===== config.mk =====
export PLATFORM = sky130hd
export DESIGN_NAME = fdtd_ecell
export DESIGN_NICKNAME = d
export VERILOG_FILES = /design/src/rtl/fdtd_ecell.sv
export SDC_FILE = /design/constraint.sdc
export NUM_CORES = 2
export LEC_CHECK = 0
export ABC_CLOCK_PERIOD_IN_PS = 15000
export CORE_ASPECT_RATIO = 1.2
export CORE_UTILIZATION = 31
export CTS_BUF_LIST = sky130_fd_sc_hd__clkbuf_8
export CTS_CLUSTER_DIAMETER = 30
export DETAILED_ROUTE_END_ITERATION = 12
export DONT_BUFFER_PORTS = 1
export GPL_ROUTABILITY_DRIVEN = 0
export PLACE_DENSITY_LB_ADDON = 0.12
export SYNTH_ARGS = -nofsm -noshare
export SYNTH_HDL_FRONTEND = slang
export SYNTH_SLANG_ARGS = --single-unit

===== constraint.sdc =====
create_clock -name clk -period 15 [get_ports clk]
set_input_delay 0 -clock clk [delete_from_list [all_inputs] [get_ports clk]]
set_output_delay 0 -clock clk [all_outputs]
set_load 0.01 [all_outputs]

===== src/rtl/fdtd_ecell.sv =====
module fdtd_ecell #(
  parameter int DW = 16,
  parameter int FB = 14
) (
  input  logic                 clk,
  input  logic                 rst_n,
  input  logic                 en,
  input  logic                 absorb,
  input  logic                 open_cell,
  input  logic signed [DW-1:0] old_x,
  input  logic signed [DW-1:0] old_y,
  input  logic signed [DW-1:0] c1a,
  input  logic signed [DW-1:0] c2a,
  input  logic signed [DW-1:0] c1b,
  input  logic signed [DW-1:0] c2b,
  input  logic signed [DW-1:0] by_hi,
  input  logic signed [DW-1:0] by_lo,
  input  logic signed [DW-1:0] bx_hi,
  input  logic signed [DW-1:0] bx_lo,
  input  logic signed [DW-1:0] src,
  output logic signed [DW-1:0] e_tot,
  output logic signed [DW-1:0] e_px,
  output logic signed [DW-1:0] e_py
);
  localparam int SW = 2*DW + 4;
  localparam logic signed [SW-1:0] HALF = SW'(64'sd1 <<< (FB-1));
  localparam logic signed [SW-1:0] MAXV = SW'((64'sd1 <<< (DW-1)) - 64'sd1);
  localparam logic signed [SW-1:0] MINV = -MAXV - SW'(64'sd1);

  function automatic logic signed [SW-1:0] rnd(input logic signed [SW-1:0] p);
    return (p + HALF) >>> FB;
  endfunction

  function automatic logic signed [DW-1:0] sat(input logic signed [SW-1:0] v);
    if (v > MAXV) return DW'(MAXV);
    if (v < MINV) return DW'(MINV);
    return DW'(v);
  endfunction

  logic signed [SW-1:0] dby, dbx, curl, oldsum;
  logic signed [DW-1:0] n_tot, p_x, p_y, p_tot;
  logic signed [DW-1:0] nx_tot, nx_x, nx_y;

  assign dby    = SW'(by_hi) - SW'(by_lo);
  assign dbx    = SW'(bx_hi) - SW'(bx_lo);
  assign curl   = dby - dbx;
  assign oldsum = SW'(old_x) + SW'(old_y);

  assign n_tot = sat(rnd(SW'(c1a) * oldsum) + rnd(SW'(c2a) * curl) + SW'(src));
  assign p_x   = sat(rnd(SW'(c1a) * SW'(old_x)) + rnd(SW'(c2a) * dby));
  assign p_y   = sat(rnd(SW'(c1b) * SW'(old_y)) - rnd(SW'(c2b) * dbx));
  assign p_tot = sat(SW'(p_x) + SW'(p_y));

  always_comb begin
    if (!open_cell) begin
      nx_tot = '0; nx_x = '0; nx_y = '0;
    end else if (absorb) begin
      nx_tot = p_tot; nx_x = p_x; nx_y = p_y;
    end else begin
      nx_tot = n_tot; nx_x = n_tot; nx_y = '0;
    end
  end

  always_ff @(posedge clk) begin
    if (!rst_n) begin
      e_tot <= '0;
      e_px  <= '0;
      e_py  <= '0;
    end else if (en) begin
      e_tot <= nx_tot;
      e_px  <= nx_x;
      e_py  <= nx_y;
    end
  end

  a_r7_conductor_zero: assert property (@(posedge clk) disable iff (!rst_n)
    (en && !open_cell) |=> (e_tot == '0 && e_px == '0 && e_py == '0));

  a_r8_hold: assert property (@(posedge clk) disable iff (!rst_n)
    !en |=> ($stable(e_tot) && $stable(e_px) && $stable(e_py)));

  a_r3_normal_parts: assert property (@(posedge clk) disable iff (!rst_n)
    (en && open_cell && !absorb) |=> (e_py == '0 && e_px == e_tot));

  a_r4_zero_coeff_absorb: assert property (@(posedge clk) disable iff (!rst_n)
    (en && open_cell && absorb && c1a == '0 && c2a == '0 && c1b == '0 && c2b == '0)
      |=> (e_px == '0 && e_py == '0 && e_tot == '0));
endmodule


== After elaboration in Yosys (flattened, before gate mapping) ==
Cells that the tools add are included.

* Flip-flop bits (word level): 48
* Latch bits: 0
* Memory bits (writable): 0
* Memory bits (read-only): 0
* Output and inout bits: 48
* Logic and storage cells: 66
* Memories: 0

* $add $sub $neg: 15
* $mul: 6
* Div/mod/pow operators: 0
* Order comparisons: 8
* Equality and inequality tests: 0
* Shifts and indexed selects: 0
* Muxes and demuxes: 34
* Bitwise logic cells: 0
* Reductions and logical operators: 0

{| class="wikitable"
|+ Operator list
! kind !! count
|-
| two-way mux 16 bit || 22
|-
| adder 33 x 15 -> 34 bit, second input constant || 3
|-
| multiplier 16 x 17 -> 33 bit || 3
|-
| adder 32 x 15 -> 33 bit, second input constant || 2
|-
| multiplier 16 x 16 -> 32 bit || 2
|-
| > comparator 21 x 16 -> 1 bit, second input constant || 2
|-
| < comparator 21 x 16 -> 1 bit, second input constant || 2
|-
| adder 34 x 15 -> 35 bit, second input constant || 1
|-
| adder 16 x 16 -> 17 bit || 2
|-
| multiplier 16 x 18 -> 34 bit || 1
|-
| subtractor 16 x 16 -> 17 bit || 2
|-
| adder 22 x 16 -> 23 bit || 1
|-
| > comparator 23 x 16 -> 1 bit, second input constant || 1
|-
| < comparator 23 x 16 -> 1 bit, second input constant || 1
|-
| adder 20 x 21 -> 22 bit || 1
|-
| adder 19 x 20 -> 21 bit || 1
|-
| subtractor 19 x 20 -> 21 bit || 1
|-
| subtractor 17 x 17 -> 18 bit || 1
|-
| > comparator 17 x 16 -> 1 bit, second input constant || 1
|-
| < comparator 17 x 16 -> 1 bit, second input constant || 1
|-
| two-way mux 1 bit || 12
|}

== Logic depth before layout (Yosys ltp) ==
* Depth in word-level cells: 17
* Mapped depth: 62
* Gate-level depth less buffers: 60

== Least setup slack after synthesis ==
No wires, ideal clock.

* Path kind: input to register
* Start point: input by_hi[0]
* End point: register e_tot[3]
* Setup time: 0.117 ns
* Arrival: 12.618 ns
* Required time: 14.883 ns
* Setup slack: 2.265 ns
* Stages on the path: 57
* Path buffers: 3
* Path through: inv_1 ha_1 fa_1 nor2b_1 o21ai_0 a21boi_0 o21ai_0 a21boi_0 o21ai_0 a21boi_0 o21ai_0 a21oi_1 xor2_1 clkbuf_1 nand2_1 fa_1 fa_1 fa_1 [21 not listed] a2111o_1 o211ai_1 a31oi_1 clkbuf_1 o21ai_0 ha_1 fa_1 a21oi_1 o21ai_1 o41ai_1 o21ai_0 o41ai_1 o21a_1 nand4bb_1 a21oi_1 clkbuf_1 o21ai_0 a22o_1

* Longest elaborated chain between the ends: 17

{| class="wikitable"
|+ RTL lines
! element !! line !! source
|-
| from (decl) || 16 || <nowiki>input logic signed [DW-1:0] by_hi,</nowiki>
|-
| subtractor 16 x 16 -> 17 bit (*) || 44 || <nowiki>assign dby = SW'(by_hi) - SW'(by_lo);</nowiki>
|-
| multiplier 16 x 17 -> 33 bit || 50 || <nowiki>assign p_x = sat(rnd(SW'(c1a) * SW'(old_x)) + rnd(SW'(c2a) * dby));</nowiki>
|-
| adder 33 x 15 -> 34 bit || 31 || <nowiki>return (p + HALF) >>> FB;</nowiki>
|-
| adder 19 x 20 -> 21 bit || 50 ||
|-
| < comparator 21 x 16 -> 1 bit || 36 || <nowiki>if (v < MINV) return DW'(MINV);</nowiki>
|-
| two-way mux 1 bit (2 in a row) || 36 ||
|-
| two-way mux 16 bit || 37 || <nowiki>return DW'(v);</nowiki>
|-
| two-way mux 16 bit || 36 ||
|-
| adder 16 x 16 -> 17 bit || 52 || <nowiki>assign p_tot = sat(SW'(p_x) + SW'(p_y));</nowiki>
|-
| < comparator 17 x 16 -> 1 bit || 36 ||
|-
| two-way mux 1 bit (2 in a row) || 36 ||
|-
| two-way mux 16 bit || 37 ||
|-
| two-way mux 16 bit || 36 ||
|-
| two-way mux 16 bit (*) || 57 || <nowiki>end else if (absorb) begin</nowiki>
|-
| two-way mux 16 bit (*) || 55 || <nowiki>if (!open_cell) begin</nowiki>
|-
| to (signal assigned) || 70 || <nowiki>e_tot <= nx_tot;</nowiki>
|-
| to (decl) || 21 || <nowiki>output logic signed [DW-1:0] e_tot,</nowiki>
|}

Every way passes the cells marked *; elsewhere a longest branch is shown, timed or not. The select of a mux whose other input is x is not followed.
A chain may end at the register's enable or synchronous reset.

== Worst setup path in the final report ==
* Start point: input bx_lo[1]
* End point: register e_px[7]

* Longest elaborated chain between the ends: 13

{| class="wikitable"
|+ RTL lines
! element !! line !! source
|-
| from (decl) || 19 || <nowiki>input logic signed [DW-1:0] bx_lo,</nowiki>
|-
| subtractor 16 x 16 -> 17 bit (*) || 45 || <nowiki>assign dbx = SW'(bx_hi) - SW'(bx_lo);</nowiki>
|-
| subtractor 17 x 17 -> 18 bit (*) || 46 || <nowiki>assign curl = dby - dbx;</nowiki>
|-
| multiplier 16 x 18 -> 34 bit (*) || 49 || <nowiki>assign n_tot = sat(rnd(SW'(c1a) * oldsum) + rnd(SW'(c2a) * curl) + SW'(src));</nowiki>
|-
| adder 34 x 15 -> 35 bit (*) || 31 ||
|-
| adder 20 x 21 -> 22 bit (*) || 49 ||
|-
| adder 22 x 16 -> 23 bit (*) || 49 ||
|-
| < comparator 23 x 16 -> 1 bit || 36 ||
|-
| two-way mux 1 bit (2 in a row) || 36 ||
|-
| two-way mux 16 bit || 37 ||
|-
| two-way mux 16 bit (*) || 36 ||
|-
| two-way mux 16 bit (*) || 57 ||
|-
| two-way mux 16 bit (*) || 55 ||
|-
| to (signal assigned) || 71 || <nowiki>e_px <= nx_x;</nowiki>
|-
| to (decl) || 22 || <nowiki>output logic signed [DW-1:0] e_px,</nowiki>
|}

Marks and branches as above.

==> metrics.csv <==
metric,value,unit
critPathTopFamily,compound AO/OA/AOI/OAI gates,
synth.avg_cell_area,8.83,um^2
r2r_slack,13.32,ns
die_w,433,um
post_drt_wl_per_cell,19.6,um
cp_slowest_stage_delay,0.87,ns
hold_viol_final,0,
synth_top_area_cell,fa_1,
yosysWarnings,0,
hold_path_depth,3,
viasPerCell,4.74,
cp_max_fo,23,
timing.hold.ws,0.0172,ns
tightest_slew,1.20,ns
synthFlopType,dfxtp_1,
rows,189,
yosysTopAreaCellShare,0.489,
rsz0062_at_grt,yes,
die-area,0.225,mm^2
relSlewSlack,0.199,
arrival,14.30,ns
antenna_found_initial,12,
h-tree-depth,2,
grt_usage,0.190,
worst_skew_pair.late_latency,0.34,ns
fin_worst_skew,0,ns
die_h,519,um
worst-r2r-cell-count,4,
async_flop_share,0,
ys_seq_elements,48,
post-route-drc-count,0,
max_freq,71.1,MHz
final_net_count,10100,
final-setup-viol-count,0,
first_pass_iters,5,
crit_top_cell,fa_1,
max_cap_violations,0,
grt_pass1_vias,56300,
portBuffers,0,
status,completed,
initial_core_util,0.312,
synth_cell_types,93,
grt_pass1_wl,328000,um
path_class,input port to flip-flop,
syn_area,0.0690,mm^2
clkTransAtPathRegs,0.11,ns
pin_count,229,
synth.area.top_cells,"fa_1 (49%), ha_1 (11%), inv_1 (10%)",
hpwl,171000,um
cts_num_sinks,48,
core_region_area,0.221,mm^2
route.vias.total,50100,
post-route-period-util,0.938,
slowest_stage,xnor2_1,
worstPathRequired,15.23,ns
cts_tree,yes,
clock_path_buffers,2,
cts-root-buf,clkbuf_8,
hold_path.class,input port to flip-flop,
synth_edf_count,0,
cp_num_buf_inv,9,
final_layout_size_suffix_gt1_frac,0.0204,
startpoint_type,input port,
end_kind,flip-flop,
grt_max_degree,46,
first_iter_violations,2018,
grt.overflow.total,0,
cts_buffers,5,
netlist_instances,7812,
cp.depth,49,
ys_seq_area_frac,0.0139,
period_needed,14.07,ns
wl,207000,um
drv_slew,0,
antenna_left,0,
synth_nets,10300,
area_delta_synth_final,4.94,%
-- cells in the final DEF, fill, tap and decap left out, types with 11 or more instances in the layout --
cell      netlist  routed
inv_1        1850    1850
fa_1         1687    1687
nand2_1      1045    1045
ha_1          627     627
and2_1        557     557
nor2_1        230     225
xnor2_1       173     165
a21oi_1       162     162
o21ai_0       146     146
nor2b_1       129     129
nand2b_1      110     110
buf_4           3      75
xor2_1         79      74
a21o_1         69      69
nand3_1        57      57
nor3_1         57      56
dfxtp_1        48      48
o21ai_1        45      44
o21a_1         42      42
and3_1         28      28
a31oi_1        26      24
or3_1          22      22
o211ai_1       22      22
nand4_1        20      20
o21bai_1       18      18
a211oi_1       18      17
or2_2          13      13
nor4_1         11      11
-- through the flow --
step           std cells  setup WS, ns  instance area, um^2   util  TNS [ns]
2_1_floorplan       7812          2.26                69000      -         0
3_3_place_gp       10500         0.857                72200  0.327         0
3_5_place_dp       10500         0.763                72200  0.327         0
4_1_cts            10500         0.770                72400  0.327         0
5_1_grt            10600       -0.0160                72400  0.328   -0.0160
6_report           10600         0.934                72400  0.328         0
-- cell families after synthesis --
kind of cell,count (synthesis),share of synthesized area
buf+inv,2164,0.118
fa+ha+maj,2320,0.604
mux,6,0.000961
compound gates,715,0.0692
flops,48,0.0139
xor+xnor,252,0.0320
simple gates,2307,0.162
-- routing by layer --
| metal | GRT usage | up-vias | share of wire |
|---|---|---|---|
| li1 | - | 22900 | - |
| met1 | 0.225 | 26300 | 0.39 |
| met2 | 0.361 | 740 | 0.54 |
| met3 | 0.0193 | 164 | 0.035 |
| met4 | 0.0506 | 0 | 0.032 |
| met5 | 0 | - | 0 |
-- cell usage after synthesis (all sizes together), types with 9 or more instances --
library cell	n
a2111oi	11
a211oi	22
a21boi	13
a21o	69
a21oi	163
a221oi	10
a22o	10
a31oi	26
and2	557
and3	28
buf	15
clkbuf	296
dfxtp	48
fa	1687
ha	627
inv	1850
nand2	1045
nand2b	110
nand3	57
nand4	20
nor2	230
nor2b	129
nor3	57
nor4	11
o211a	10
o211ai	23
o21a	42
o21ai	192
o21bai	18
o311a	9
o31a	10
o31ai	11
or2	13
or3	22
xnor2	173
xor2	79
-- worst min-delay path, cell delays in order --
cell and delay, ns:
nand2_1 0.06, o31ai_1 0.13, a22o_1 0.13
-- layout make-up --
type | instances | area (um^2)
fill | 23400 | 149000
multi-input combinational | 5600 | 60100
sequential | 48 | 961
inverter | 1853 | 6960
tap | 2960 | 3700
antenna | 8 | 20.0
clock buffer | 5 | 68.8
timing repair buffer | 79 | 603
clock inverter | 3 | 47.5
-- sequential cells by signal, indices dropped and copies added, names as in the netlist --
name   count
e_px      16
e_py      16
e_tot     16
-- timing repair --
item / in CTS / in global routing
hold buffers: 4 / 0
gates resized for setup: 0 / 3
setup endpoints to repair: 0 / 8
setup buffers: 0 / 0
hold endpoints to repair: 11 / 0
-- final timing paths --
kind,to,from
min reg2reg,e_py[9]$_SDFFE_PN0P_,e_py[9]$_SDFFE_PN0P_
min,e_tot[4]$_SDFFE_PN0P_,rst_n
max,e_px[7]$_SDFFE_PN0P_,bx_lo[1]
max reg2reg,e_px[7]$_SDFFE_PN0P_,e_px[7]$_SDFFE_PN0P_
Power is not shown: default switching activity piles up to over one toggle a cycle in this logic, so the estimate is an artifact.
